**src/rtl/ind_pkg.sv**
```systemverilog
package ind_pkg;
  localparam int unsigned ADDR_W  = 9;
  localparam int unsigned PTR_W   = 8;
  localparam int unsigned DATA_W  = 8;
  localparam int unsigned OFS_W   = 7;
  localparam int unsigned SLOT_OF = 0;
endpackage

```
**src/rtl/ind_slot_match.sv**
```systemverilog
// Flags an address whose bank offset equals the indirect-data slot.
module ind_slot_match #(
  parameter int unsigned ADDR_W  = 9,
  parameter int unsigned OFS_W   = 7,
  parameter int unsigned SLOT_OF = 0
) (
  input  logic [ADDR_W-1:0] addr_i,
  output logic              hit_o
);
  localparam logic [OFS_W-1:0] SLOT = OFS_W'(SLOT_OF);

  always_comb hit_o = (addr_i[OFS_W-1:0] == SLOT);
endmodule

```
**src/rtl/ind_addr_mux.sv**
```systemverilog
module ind_addr_mux #(
  parameter int unsigned ADDR_W = 9,
  parameter int unsigned PTR_W  = 8,
  localparam int unsigned BANK_W = ADDR_W - PTR_W
) (
  input  logic [ADDR_W-1:0] dir_addr_i,
  input  logic [BANK_W-1:0] bank_i,
  input  logic [PTR_W-1:0]  ptr_i,
  input  logic              use_ind_i,
  output logic [ADDR_W-1:0] eff_addr_o,
  output logic [ADDR_W-1:0] addr_o
);
  always_comb begin
    eff_addr_o = {bank_i, ptr_i};
    addr_o     = use_ind_i ? eff_addr_o : dir_addr_i;
  end
endmodule

```
**src/rtl/ind_access_gate.sv**
```systemverilog
// Suppresses loop-back accesses: the read returns zero and the write is dropped.
module ind_access_gate #(
  parameter int unsigned DATA_W = 8
) (
  input  logic              rd_i,
  input  logic              wr_i,
  input  logic              block_i,
  input  logic [DATA_W-1:0] ram_rdata_i,
  output logic [DATA_W-1:0] rdata_o,
  output logic              we_o
);
  always_comb begin
    we_o    = wr_i & ~block_i;
    rdata_o = (rd_i && !block_i) ? ram_rdata_i : '0;
  end
endmodule

```
**src/rtl/ind_access_unit.sv**
```systemverilog
module ind_access_unit #(
  parameter int unsigned ADDR_W  = ind_pkg::ADDR_W,
  parameter int unsigned PTR_W   = ind_pkg::PTR_W,
  parameter int unsigned DATA_W  = ind_pkg::DATA_W,
  parameter int unsigned OFS_W   = ind_pkg::OFS_W,
  parameter int unsigned SLOT_OF = ind_pkg::SLOT_OF,
  localparam int unsigned BANK_W = ADDR_W - PTR_W
) (
  input  logic [ADDR_W-1:0] dir_addr_i,
  input  logic              rd_i,
  input  logic              wr_i,
  input  logic [DATA_W-1:0] wdata_i,
  input  logic [PTR_W-1:0]  ptr_i,
  input  logic [BANK_W-1:0] bank_i,
  input  logic [DATA_W-1:0] ram_rdata_i,
  output logic [ADDR_W-1:0] ram_addr_o,
  output logic              ram_we_o,
  output logic [DATA_W-1:0] ram_wdata_o,
  output logic [DATA_W-1:0] rdata_o
);
  logic              dir_hit;
  logic              eff_hit;
  logic              loop_back;
  logic [ADDR_W-1:0] eff_addr;

  ind_slot_match #(.ADDR_W(ADDR_W), .OFS_W(OFS_W), .SLOT_OF(SLOT_OF)) u_dir_match (
    .addr_i (dir_addr_i),
    .hit_o  (dir_hit)
  );

  ind_addr_mux #(.ADDR_W(ADDR_W), .PTR_W(PTR_W)) u_mux (
    .dir_addr_i (dir_addr_i),
    .bank_i     (bank_i),
    .ptr_i      (ptr_i),
    .use_ind_i  (dir_hit),
    .eff_addr_o (eff_addr),
    .addr_o     (ram_addr_o)
  );

  ind_slot_match #(.ADDR_W(ADDR_W), .OFS_W(OFS_W), .SLOT_OF(SLOT_OF)) u_eff_match (
    .addr_i (eff_addr),
    .hit_o  (eff_hit)
  );

  always_comb loop_back = dir_hit & eff_hit;

  ind_access_gate #(.DATA_W(DATA_W)) u_gate (
    .rd_i        (rd_i),
    .wr_i        (wr_i),
    .block_i     (loop_back),
    .ram_rdata_i (ram_rdata_i),
    .rdata_o     (rdata_o),
    .we_o        (ram_we_o)
  );

  always_comb ram_wdata_o = wdata_i;
endmodule

```
**config.mk**
```make
export PLATFORM = sky130hd
export DESIGN_NAME = ind_access_unit
export DESIGN_NICKNAME = d
export VERILOG_FILES = /design/src/rtl/ind_pkg.sv /design/src/rtl/ind_slot_match.sv /design/src/rtl/ind_addr_mux.sv /design/src/rtl/ind_access_gate.sv /design/src/rtl/ind_access_unit.sv
export SDC_FILE = /design/constraint.sdc
export NUM_CORES = 1
export LEC_CHECK = 0
export BUFFER_PORTS_ARGS = -buffer_cell sky130_fd_sc_hd__clkbuf_2
export CAP_MARGIN = 25
export CORE_AREA = 2 2 39 41
export DETAILED_ROUTE_END_ITERATION = 10
export DIE_AREA = 0 0 41 43
export GPL_ROUTABILITY_DRIVEN = 0
export PLACE_DENSITY = 0.85
export SETUP_SLACK_MARGIN = 0.05
export SYNTH_ARGS = -nofsm -noshare
export SYNTH_HDL_FRONTEND = slang
export SYNTH_SLANG_ARGS = --single-unit
```
**constraint.sdc**
```tcl
create_clock -name vclk -period 1.75
set_clock_uncertainty 0.15 [all_clocks]
set_input_delay 0.175 -clock vclk [all_inputs]
set_output_delay 0.175 -clock vclk [all_outputs]
set_load 0.005 [all_outputs]
```
# --- Word-level counts from Yosys, hierarchy flattened ---
# Index checks and enable logic that the tools add are counted.
# Widths: inputs -> output; s select.
word_totals:
  reg_bits: 0
  latch_bits: 0
  mem_bits_rw: 0
  rom_bits: 0
  input_bits: 36
  output_inout_bits: 26
  elab_cells: 9
  n_memories: 0
op_classes:
  n_addsub: 0
  n_mul: 0
  n_div: 0
  order_cmp: 0
  n_eq_ne: 0
  n_shift: 0
  mux: 2
  bitwise_logic: 3
  n_reduce_logical: 4
ops:
  columns: ["op", "n"]
  rows:
  - ["$logic_not 7->1", 2]
  - ["$mux 9", 1]
  - ["$mux 8", 1]
  - ["$and 1x1->1", 2]
  - ["$logic_and 1x1->1", 1]
  - ["$logic_not 1->1", 1]
  - ["$not 1->1", 1]

# --- Logic depth before layout (Yosys ltp) ---
# Gate-level depths: netlist (run 1).
logic_depth:
  word_depth: 5
  depth_mapped: 4
  ltp_nobuf: 3

# --- Cells and area by module ---
# From an unflattened synthesis (run 1), not the netlist that was laid out.
unflattened:
  hier_cells: 41
  area_unflattened_um2: 396.6
by_module_without_submodules:
  columns: ["module", "instances", "cells_each", "area_each_um2", "seq_area_each_um2"]
  rows:
  - ["ind_addr_mux", 1, 19, 214.0, 0.0]
  - ["ind_access_gate", 1, 9, 76.3, 0.0]
  - ["ind_access_unit", 1, 9, 66.3, 0.0]
  - ["ind_slot_match", 2, 2, 20.0, 0.0]

# --- Least setup slack after synthesis (run 1) ---
# Ideal clock, no wire load.
synth_timing:
  kind: "input to output"
  startpoint: "input dir_addr_i[3]"
  endpoint: "output ram_addr_o[7]"
  t_arrival_ns: 1.023
  required_time_ns: 1.425
  slack_ns: 0.402
  path_stages: 4
  path_buffers: 1
  cell_sequence: "nor4_2 -> and2_1 -> buf_6 -> mux2_4"
synth_between:
  elab_chain_cells: 2
synth_rtl:
  columns: ["item", "line", "text"]
  rows:
  - ["start: declaration", "ind_access_unit.sv:9", "input logic [ADDR_W-1:0] dir_addr_i,"]
  - ["$logic_not 7->1", "ind_slot_match.sv:12", "always_comb hit_o = (addr_i[OFS_W-1:0] == SLOT);"]
  - ["$mux 9", "ind_addr_mux.sv:15", "addr_o = use_ind_i ? eff_addr_o : dir_addr_i;"]
  - ["end: declaration", "ind_access_unit.sv:16", "output logic [ADDR_W-1:0] ram_addr_o,"]
# Every way passes these cells.

# --- Worst setup path in the final report (run 1) ---
# Same ends and word-level chain as after synthesis.

==> results.py, run 1 <==
metrics = {
    "routing": {
        "avgViaCountPerCell": 4.45,
        "wire_per_inst_um": 11.4,
        "routed_wl_mm": 1.01,
        "postRouteAntennaNets": 0,
        "dr_total_vias": 392,
        "dr.pass1.iters": 3,
        "drcViolationCount": 0,
        "drt_iter0_drc": 2,
    },
    "setup_path": {
        "crit_type": "input pin to output port",
        "cp-startpoint": "dir_addr_i[3]",
        "crit_fanout": 3,
        "cp_slowest_cell": "nor4_4",
        "end_kind": "output port",
        "cp_slowest_stage_delay_ps": 320,
        "path_cells": "clkbuf_2 -> nor4_4 -> and2_4 -> mux2_4 -> clkbuf_2",
        "crit_path_frequent_cell": "clkbuf_2",
        "endpoint": "ram_addr_o[7]",
        "worstPathArrival_ps": 1240,
        "crit_path_start_kind": "input pin",
        "cp.required_ps": 1420,
    },
    "power_and_ir_drop": {
        "p_clk_frac": 0,
        "power_leakage_nw": 0.312,
        "p_int_w": 0.0000540,
        "sw_frac_of_total": 0.396,
        "p_total_w": 0.0000895,
        "netSwitchingPower_w": 0.0000355,
        "p_seq_frac": 0,
        "irDropWorstVdd_uv": 55.2,
        "power_frac_comb": 1.000,
        "power_density_nw_per_um2": 189,
    },
    "die": {
        "die_x_um": 41,
        "die_y_um": 43,
        "rows": 14,
        "ios": 62,
        "start_util": 0.191,
        "core-area_sq_um": 1380,
        "design.die.area_sq_um": 1760,
    },
    "synth": {
        "avgSynthCellArea_sq_um": 8.00,
        "yosysSeqAreaShare": 0,
        "netlist.area_leader.share": 0.227,
        "netlist_instances": 33,
        "synthDistinctLibCells": 12,
        "ys_top_cells_by_area": "and3_2 (23%), buf_4 (23%), a21o_1 (17%)",
        "synth_area_sq_um": 264,
        "syn_nets": 69,
        "ys_warn_count": 0,
        "yosys.area.top_type": "and3_2",
    },
    "timing": {
        "drv_slew": 0,
        "maxSlewHeadroom": 0.764,
        "finalHoldViolCount": 0,
        "tns_ps": 0,
        "fin_crit_sh": 0.894,
        "clock.fmax_mhz": 639,
        "setup_viol": 0,
        "rsz0062_at_grt": "false",
        "tightest_slew_ps": 351,
        "holdWs_ps": 200,
        "period_needed_ps": 1560,
    },
    "cells_and_area": {
        "drive_above_1_share": 0.861,
        "nFlopsAndLatches": 0,
        "instances_no_fill": 88,
        "multi_input_area_sq_um": 216,
        "final_cell_mix": "clkbuf_2 (46), and3_2 (8), a21o_1 (6)",
        "syn_to_final_growth_pct": 79.6,
        "final_common_cell": "clkbuf_2",
        "antenna_cells": 0,
        "seqCellArea_sq_um": 0,
        "n_clock_buffer": 0,
        "finalNetCount": 110,
        "fillers": 155,
    },
    "global_route": {
        "overflow": 0,
        "grt_pass1_wl_mm": 1.47,
        "grt_max_degree": 10,
        "grt_pass1_vias": 375,
        "grt_usage": 0.109,
        "antenna_found_initial": 0,
    },
    "cts": {
        "cts_setup_buffers": 0,
        "cts_hold_buf": 0,
        "post_cts_resized": 0,
    },
    "min_path": {
        "hold_path_class": "input pin to output port",
        "hold_depth": 0,
    },
    "place": {
        "port_buffers": 46,
        "place_inst": 87,
    },
    "run": {
        "maxCapViolations": 0,
    },
    "outcome": {
        "outcome": "finished, final reports clean",
    },
}
## cells by family (layout without fill, tap and decap cells)
kind of cell | Yosys count | after routing | synth area share
simple gates | 15 | 16 | 0.412
buf+inv | 9 | 47 | 0.270
compound gates | 7 | 7 | 0.204
mux | 2 | 2 | 0.114
## power by group through the flow
stage | Sequential [W] | Combinational (W) | Clock (W)
floorplan | 0 | 0.0000423 | 0
detailed placement | 0 | 0.0000857 | 0
finish | 0 | 0.0000895 | 0
CTS | 0 | 0.0000861 | 0
global placement | 0 | 0.0000838 | 0
global route | 0 | 0.0000989 | 0
## worst min path at each step
stage | from | end | slack [ps]
floorplan | dir_addr_i[3] | ram_addr_o[3] | 270
global placement | wdata_i[3] | ram_wdata_o[3] | 200
detailed placement | wdata_i[3] | ram_wdata_o[3] | 200
CTS | wdata_i[3] | ram_wdata_o[3] | 200
global route | wdata_i[4] | ram_wdata_o[4] | 200
finish | wdata_i[0] | ram_wdata_o[0] | 200
## stage by stage
stage / utilization / setup slack, ps / instance area [sq um]
floorplan: - / 402 / 264
global placement: 0.325 / 174 / 450
detailed placement: 0.325 / 156 / 450
CTS: 0.325 / 157 / 450
global route: 0.343 / 82.2 / 474
finish: 0.343 / 186 / 474
## Yosys cell counts
cell type  n
and3_2     8
nor4_1     1
nor4_2     1
nor3_1     2
mux2_4     2
a21o_1     6
buf_6      1
a21o_2     1
nand4_1    1
and2_1     1
and2_2     1
buf_4      8
## layout make-up
type	instances	area share
Tap cell	16	0.0422
Multi-Input combinational cell	25	0.456
Timing Repair Buffer	47	0.501
## worst max-delay path: cells and delay by family
kind	cells	cell delay, ps
simple gates	2	550
mux	1	300
buf+inv	2	220
## routing by layer
layer / part of all wire / vias up / GRT usage
met5: 0 / - / 0
met4: 0 / 0 / 0.0200
met3: 0.084 / 0 / 0.00524
met2: 0.58 / 18 / 0.209
met1: 0.34 / 174 / 0.120
li1: - / 200 / -
(Power assumes the default switching activity.)
==> inputs of run 2 (changes only) <==
--- a/config.mk
+++ b/config.mk
@@ -5,13 +5,14 @@
 export SDC_FILE = /design/constraint.sdc
 export NUM_CORES = 1
 export LEC_CHECK = 0
+export ABC_AREA = 1
 export BUFFER_PORTS_ARGS = -buffer_cell sky130_fd_sc_hd__clkbuf_2
 export CAP_MARGIN = 25
 export CORE_AREA = 2 2 39 41
 export DETAILED_ROUTE_END_ITERATION = 10
 export DIE_AREA = 0 0 41 43
 export GPL_ROUTABILITY_DRIVEN = 0
-export PLACE_DENSITY = 0.85
+export PLACE_DENSITY = 0.87
 export SETUP_SLACK_MARGIN = 0.05
 export SYNTH_ARGS = -nofsm -noshare
 export SYNTH_HDL_FRONTEND = slang
==> constraint.sdc (replaced) <==
create_clock -name vclk -period 1.75
set_clock_uncertainty 0.15 [all_clocks]
set_input_delay 0 -clock vclk [all_inputs]
set_output_delay 0 -clock vclk [all_outputs]
set_load 0.005 [all_outputs]
==> results.py, run 2 <==
metrics = {
    "timing": {
        "rsz0062_at_grt": "false",
        "tightest_slew_ps": 397,
        "period_needed_ps": 1220,
        "fin_crit_sh": 0.696,
        "tns_ps": 0,
        "maxSlewHeadroom": 0.735,
        "finalHoldViolCount": 0,
        "setup_viol": 0,
        "drv_slew": 0,
        "clock.fmax_mhz": 821,
    },
    "cts": {
        "cts_setup_buffers": 0,
        "post_cts_resized": 0,
    },
    "synth": {
        "synth_area_sq_um": 293,
        "yosys.area.top_type": "buf_4",
        "netlist.area_leader.share": 0.205,
        "ys_top_cells_by_area": "buf_4 (21%), nor2_1 (19%), a21o_2 (15%)",
        "netlist_instances": 56,
        "yosysMostFrequentCell": "nor2_1",
        "syn_nets": 92,
        "ys_warn_count": 0,
        "synth_common_cells": "nor2_1 (15), nand2_1 (11), inv_1 (10), buf_4 (8), a21o_2 (5)",
        "synthDistinctLibCells": 11,
        "yosysSeqAreaShare": 0,
        "avgSynthCellArea_sq_um": 5.23,
    },
    "cells_and_area": {
        "seqCellArea_sq_um": 0,
        "fillers": 162,
        "finalNetCount": 139,
        "final_cell_mix": "clkbuf_2 (46), nor2_1 (15), nand2_1 (11)",
        "final_common_cell": "clkbuf_2",
        "antenna_cells": 0,
        "nFlopsAndLatches": 0,
        "n_clock_buffer": 0,
        "syn_to_final_growth_pct": 88.5,
        "fin_util": 0.399,
        "stdcell_area_sq_um": 552,
        "drive_above_1_share": 0.525,
    },
    "setup_path": {
        "crit_fanout": 11,
        "cp_num_buf_inv": 2,
        "cp_slowest_stage_delay_ps": 350,
        "crit_path_start_kind": "input pin",
        "path_cells": "clkbuf_2 -> nor2_1 -> nand2_1 -> nor2_2 -> nand2_1 -> nand2_4 -> nor2_1 -> clkbuf_2",
        "crit_type": "input pin to output port",
        "end_kind": "output port",
        "worstPathArrival_ps": 1070,
        "crit_family": "simple AND/OR/NAND/NOR gates",
        "cp.required_ps": 1600,
        "cp_slowest_cell": "nor2_2",
    },
    "die": {
        "start_util": 0.212,
        "rows": 14,
        "ios": 62,
        "design.die.area_sq_um": 1760,
        "die_y_um": 43,
        "die_x_um": 41,
        "core-area_sq_um": 1380,
    },
    "routing": {
        "wire_per_inst_um": 8.48,
        "drcViolationCount": 0,
        "routed_wl_um": 992,
        "drt_iter0_drc": 2,
        "avgViaCountPerCell": 4.14,
        "dr_total_vias": 484,
        "dr.pass1.iters": 2,
        "postRouteAntennaNets": 0,
    },
    "power_and_ir_drop": {
        "irDropWorstVdd_uv": 50.0,
        "power_leakage_nw": 0.372,
        "power_density_nw_per_um2": 189,
    },
    "global_route": {
        "overflow": 0,
        "grt_pass1_wl_mm": 1.42,
        "antenna_found_initial": 0,
        "grt_usage": 0.106,
        "grt_pass1_vias": 411,
        "grt_max_degree": 12,
    },
    "outcome": {
        "outcome": "finished, final reports clean",
    },
    "run": {
        "maxCapViolations": 0,
    },
    "min_path": {
        "hold_path_class": "input pin to output port",
    },
    "place": {
        "placed_cell_area_sq_um": 472,
        "port_buffers": 46,
        "hpwlAfterDp_um": 880,
    },
}
[run 2: layout make-up]
cell class                      instances  area, sq um  area share
Timing Repair Buffer                   54          310       0.562
Multi-Input combinational cell         37          184       0.333
Tap cell                               16         20.0      0.0363
Inverter                               10         37.5      0.0680
[run 2: worst min-delay path, stage by stage]
cell	delay, ps
clkbuf_2	80
inv_1	40
nor2_1	30
clkbuf_2	100
[run 2: stage by stage]
stage	setup WS (ps)	std cells	hold WS (ps)	total power (W)
floorplan	1060	56	-79.3	0.0000461
global placement	564	109	-150	0.0000867
detailed placement	511	109	-150	0.0000889
CTS	514	117	99.2	0.000106
global route	348	117	111	0.000118
finish	532	117	98.8	0.000104
[run 2: logic make-up after synthesis]
kind of cell           count (synthesis)  synth area share
AND/OR/NAND/NOR                       28             0.393
buffers and inverters                 19             0.372
AO/OA/AOI/OAI                          9             0.235
[run 2: timing repair]
item                       CTS  global route
hold endpoints to repair     8             0
setup endpoints to repair    0             0
hold buffers                 8             0
[run 2: final timing paths]
path | startpoint | end | cells past startpoint
hold / removal | ram_rdata_i[4] | rdata_o[4] | 4
setup / recovery | dir_addr_i[5] | rdata_o[2] | 8
[run 2: routing by layer]
layer / up-vias / global-route usage / part of all wire
li1: 249 / - / -
met5: - / 0 / 0
met1: 196 / 0.0949 / 0.31
met4: 0 / 0 / 0
met3: 0 / 0.00524 / 0.14
met2: 39 / 0.234 / 0.55
[run 2: power by group]
| group | internal, W | switching [W] | total (W) |
|---|---|---|---|
| registers | 0 | 0 | 0 |
| clock network | 0 | 0 | 0 |
| logic | 0.0000617 | 0.0000424 | 0.000104 |
==> inputs of run 3 (changes only) <==
--- a/config.mk
+++ b/config.mk
@@ -12,7 +12,7 @@
 export DETAILED_ROUTE_END_ITERATION = 10
 export DIE_AREA = 0 0 41 43
 export GPL_ROUTABILITY_DRIVEN = 0
-export PLACE_DENSITY = 0.87
+export PLACE_DENSITY = 0.9
 export SETUP_SLACK_MARGIN = 0.05
 export SYNTH_ARGS = -nofsm -noshare
 export SYNTH_HDL_FRONTEND = slang
==> constraint.sdc (replaced) <==
create_clock -name vclk -period 1
set_clock_uncertainty 0.15 [all_clocks]
set_input_delay 0 -clock vclk [all_inputs]
set_output_delay 0 -clock vclk [all_outputs]
set_load 0.005 [all_outputs]
==> results.py, run 3 (synthesis gave the netlist of run 2 again) <==
metrics = {
    "timing": {
        "finalHoldViolCount": 0,
        "setup_viol": 0,
        "tns_ps": 0,
        "tightest_slew_ps": 184,
        "drv_slew": 0,
        "maxSlewHeadroom": 0.876,
        "period_needed_ps": 937,
        "fin_crit_sh": 0.937,
        "clock.fmax_mhz": 1070,
        "rsz0062_at_grt": "true",
    },
    "die": {
        "design.die.area_sq_um": 1760,
        "ios": 62,
        "start_util": 0.212,
        "die_y_um": 43,
        "core-area_sq_um": 1380,
        "rows": 14,
        "die_x_um": 41,
    },
    "min_path": {
        "hold_path_class": "input pin to output port",
        "hp-start": "dir_addr_i[2]",
        "hold_depth": 3,
    },
    "outcome": {
        "outcome": "finished, final reports clean",
    },
    "power_and_ir_drop": {
        "sw_frac_of_total": 0.404,
        "p_int_w": 0.000125,
        "power_leakage_nw": 0.400,
        "irDropWorstVdd_uv": 112,
        "power_frac_comb": 1.000,
        "netSwitchingPower_w": 0.0000846,
        "p_clk_frac": 0,
        "p_seq_frac": 0,
        "power_density_nw_per_um2": 326,
    },
    "setup_path": {
        "cp-startpoint": "dir_addr_i[5]",
        "cp.required_ps": 850,
        "cp.depth": 7,
        "crit_family": "buffers and inverters",
        "crit_path_start_kind": "input pin",
        "path_cells": "buf_8 -> nor2_4 -> nand2_2 -> nor2_4 -> buf_6 -> a21o_1 -> clkbuf_2",
        "worstPathArrival_ps": 790,
        "crit_path_frequent_cell": "nor2_4",
        "cp_slowest_cell": "nor2_4",
        "crit_fanout": 7,
        "crit_type": "input pin to output port",
        "cp_slowest_stage_delay_ps": 150,
        "cp_num_buf_inv": 3,
        "end_kind": "output port",
    },
    "cells_and_area": {
        "seqCellArea_sq_um": 0,
        "fin_util": 0.464,
        "antenna_cells": 0,
        "syn_to_final_growth_pct": 119,
        "multi_input_area_sq_um": 219,
        "n_clock_buffer": 0,
        "fillers": 135,
        "drive_above_1_share": 0.635,
        "nFlopsAndLatches": 0,
        "final_cell_mix": "clkbuf_2 (41), inv_1 (10), nor2_1 (9)",
        "finalNetCount": 142,
        "final_common_cell": "clkbuf_2",
    },
    "routing": {
        "avgViaCountPerCell": 4.13,
        "postRouteAntennaNets": 0,
        "drt_iter0_drc": 2,
        "dr.pass1.iters": 2,
        "routed_wl_mm": 1.09,
        "drcViolationCount": 0,
        "wire_per_inst_um": 9.10,
        "dr_total_vias": 496,
    },
    "global_route": {
        "grt_max_degree": 9,
        "grt_usage": 0.0979,
        "grt_pass1_wl_mm": 1.29,
        "overflow": 0,
        "antenna_found_initial": 0,
        "grt_pass1_vias": 399,
    },
    "place": {
        "hpwlAfterDp_um": 885,
        "port_buffers": 46,
    },
    "run": {
        "maxCapViolations": 0,
    },
}
run 3: cell count changes in the layout (fill, tap and decap cells not counted), moves of 2 or more:
cell      before  now
nor2_2         1    5
nor2_4         0    2
buf_6          0    4
buf_4          0    2
nand2_2        0    4
nor2_1        15    9
clkbuf_2      46   41
nand2_1       11    7
run 3: layout make-up:
| type | count | area share |
|---|---|---|
| Timing Repair Buffer | 57 | 0.569 |
| Tap cell | 16 | 0.0312 |
| Multi-Input combinational cell | 37 | 0.341 |
| Inverter | 10 | 0.0585 |
run 3: worst paths after layout:
| check | endpoint | slack, ps |
|---|---|---|
| setup / recovery | ram_addr_o[6] | 60 |
| hold / removal | ram_addr_o[2] | 100 |
run 3: per-stage QoR:
| step | std cells | power (W) | setup slack (ps) | hold WS [ps] | instance area [sq um] |
|---|---|---|---|---|---|
| 2_1_floorplan | 56 | 0.0000807 | 314 | -79.3 | 293 |
| 6_report | 120 | 0.000209 | 62.6 | 97.4 | 642 |
| 3_3_place_gp | 112 | 0.000154 | 48.0 | -150 | 494 |
| 5_1_grt | 120 | 0.000233 | -9.61 | 105 | 642 |
| 3_5_place_dp | 112 | 0.000158 | 4.39 | -150 | 494 |
| 4_1_cts | 120 | 0.000189 | 35.8 | 105 | 588 |
run 3: layer usage:
metal | wire [um] | track usage | part of all wire | vias to the layer above
met5 | 0 | 0 | 0 | -
met2 | 642 | 0.228 | 0.59 | 41
met1 | 320 | 0.0791 | 0.29 | 200
li1 | - | - | - | 255
met4 | 0 | 0 | 0 | 0
met3 | 129 | 0 | 0.12 | 0
run 3: power groups by stage:
stage / Combinational, W / Clock (W) / Sequential [W]
CTS: 0.000189 / 0 / 0
detailed placement: 0.000158 / 0 / 0
finish: 0.000209 / 0 / 0
floorplan: 0.0000807 / 0 / 0
global placement: 0.000154 / 0 / 0
global route: 0.000233 / 0 / 0
run 3: timing repair:
action                                 in CTS  in global routing
endpoints found under the hold margin       8                  0
gates resized for setup                     4                 17
pin swaps                                   3                  5
buffers inserted                            0                  0
hold buffers                                8                  0
gates cloned                                0                  0
setup endpoints to repair                  15                 17
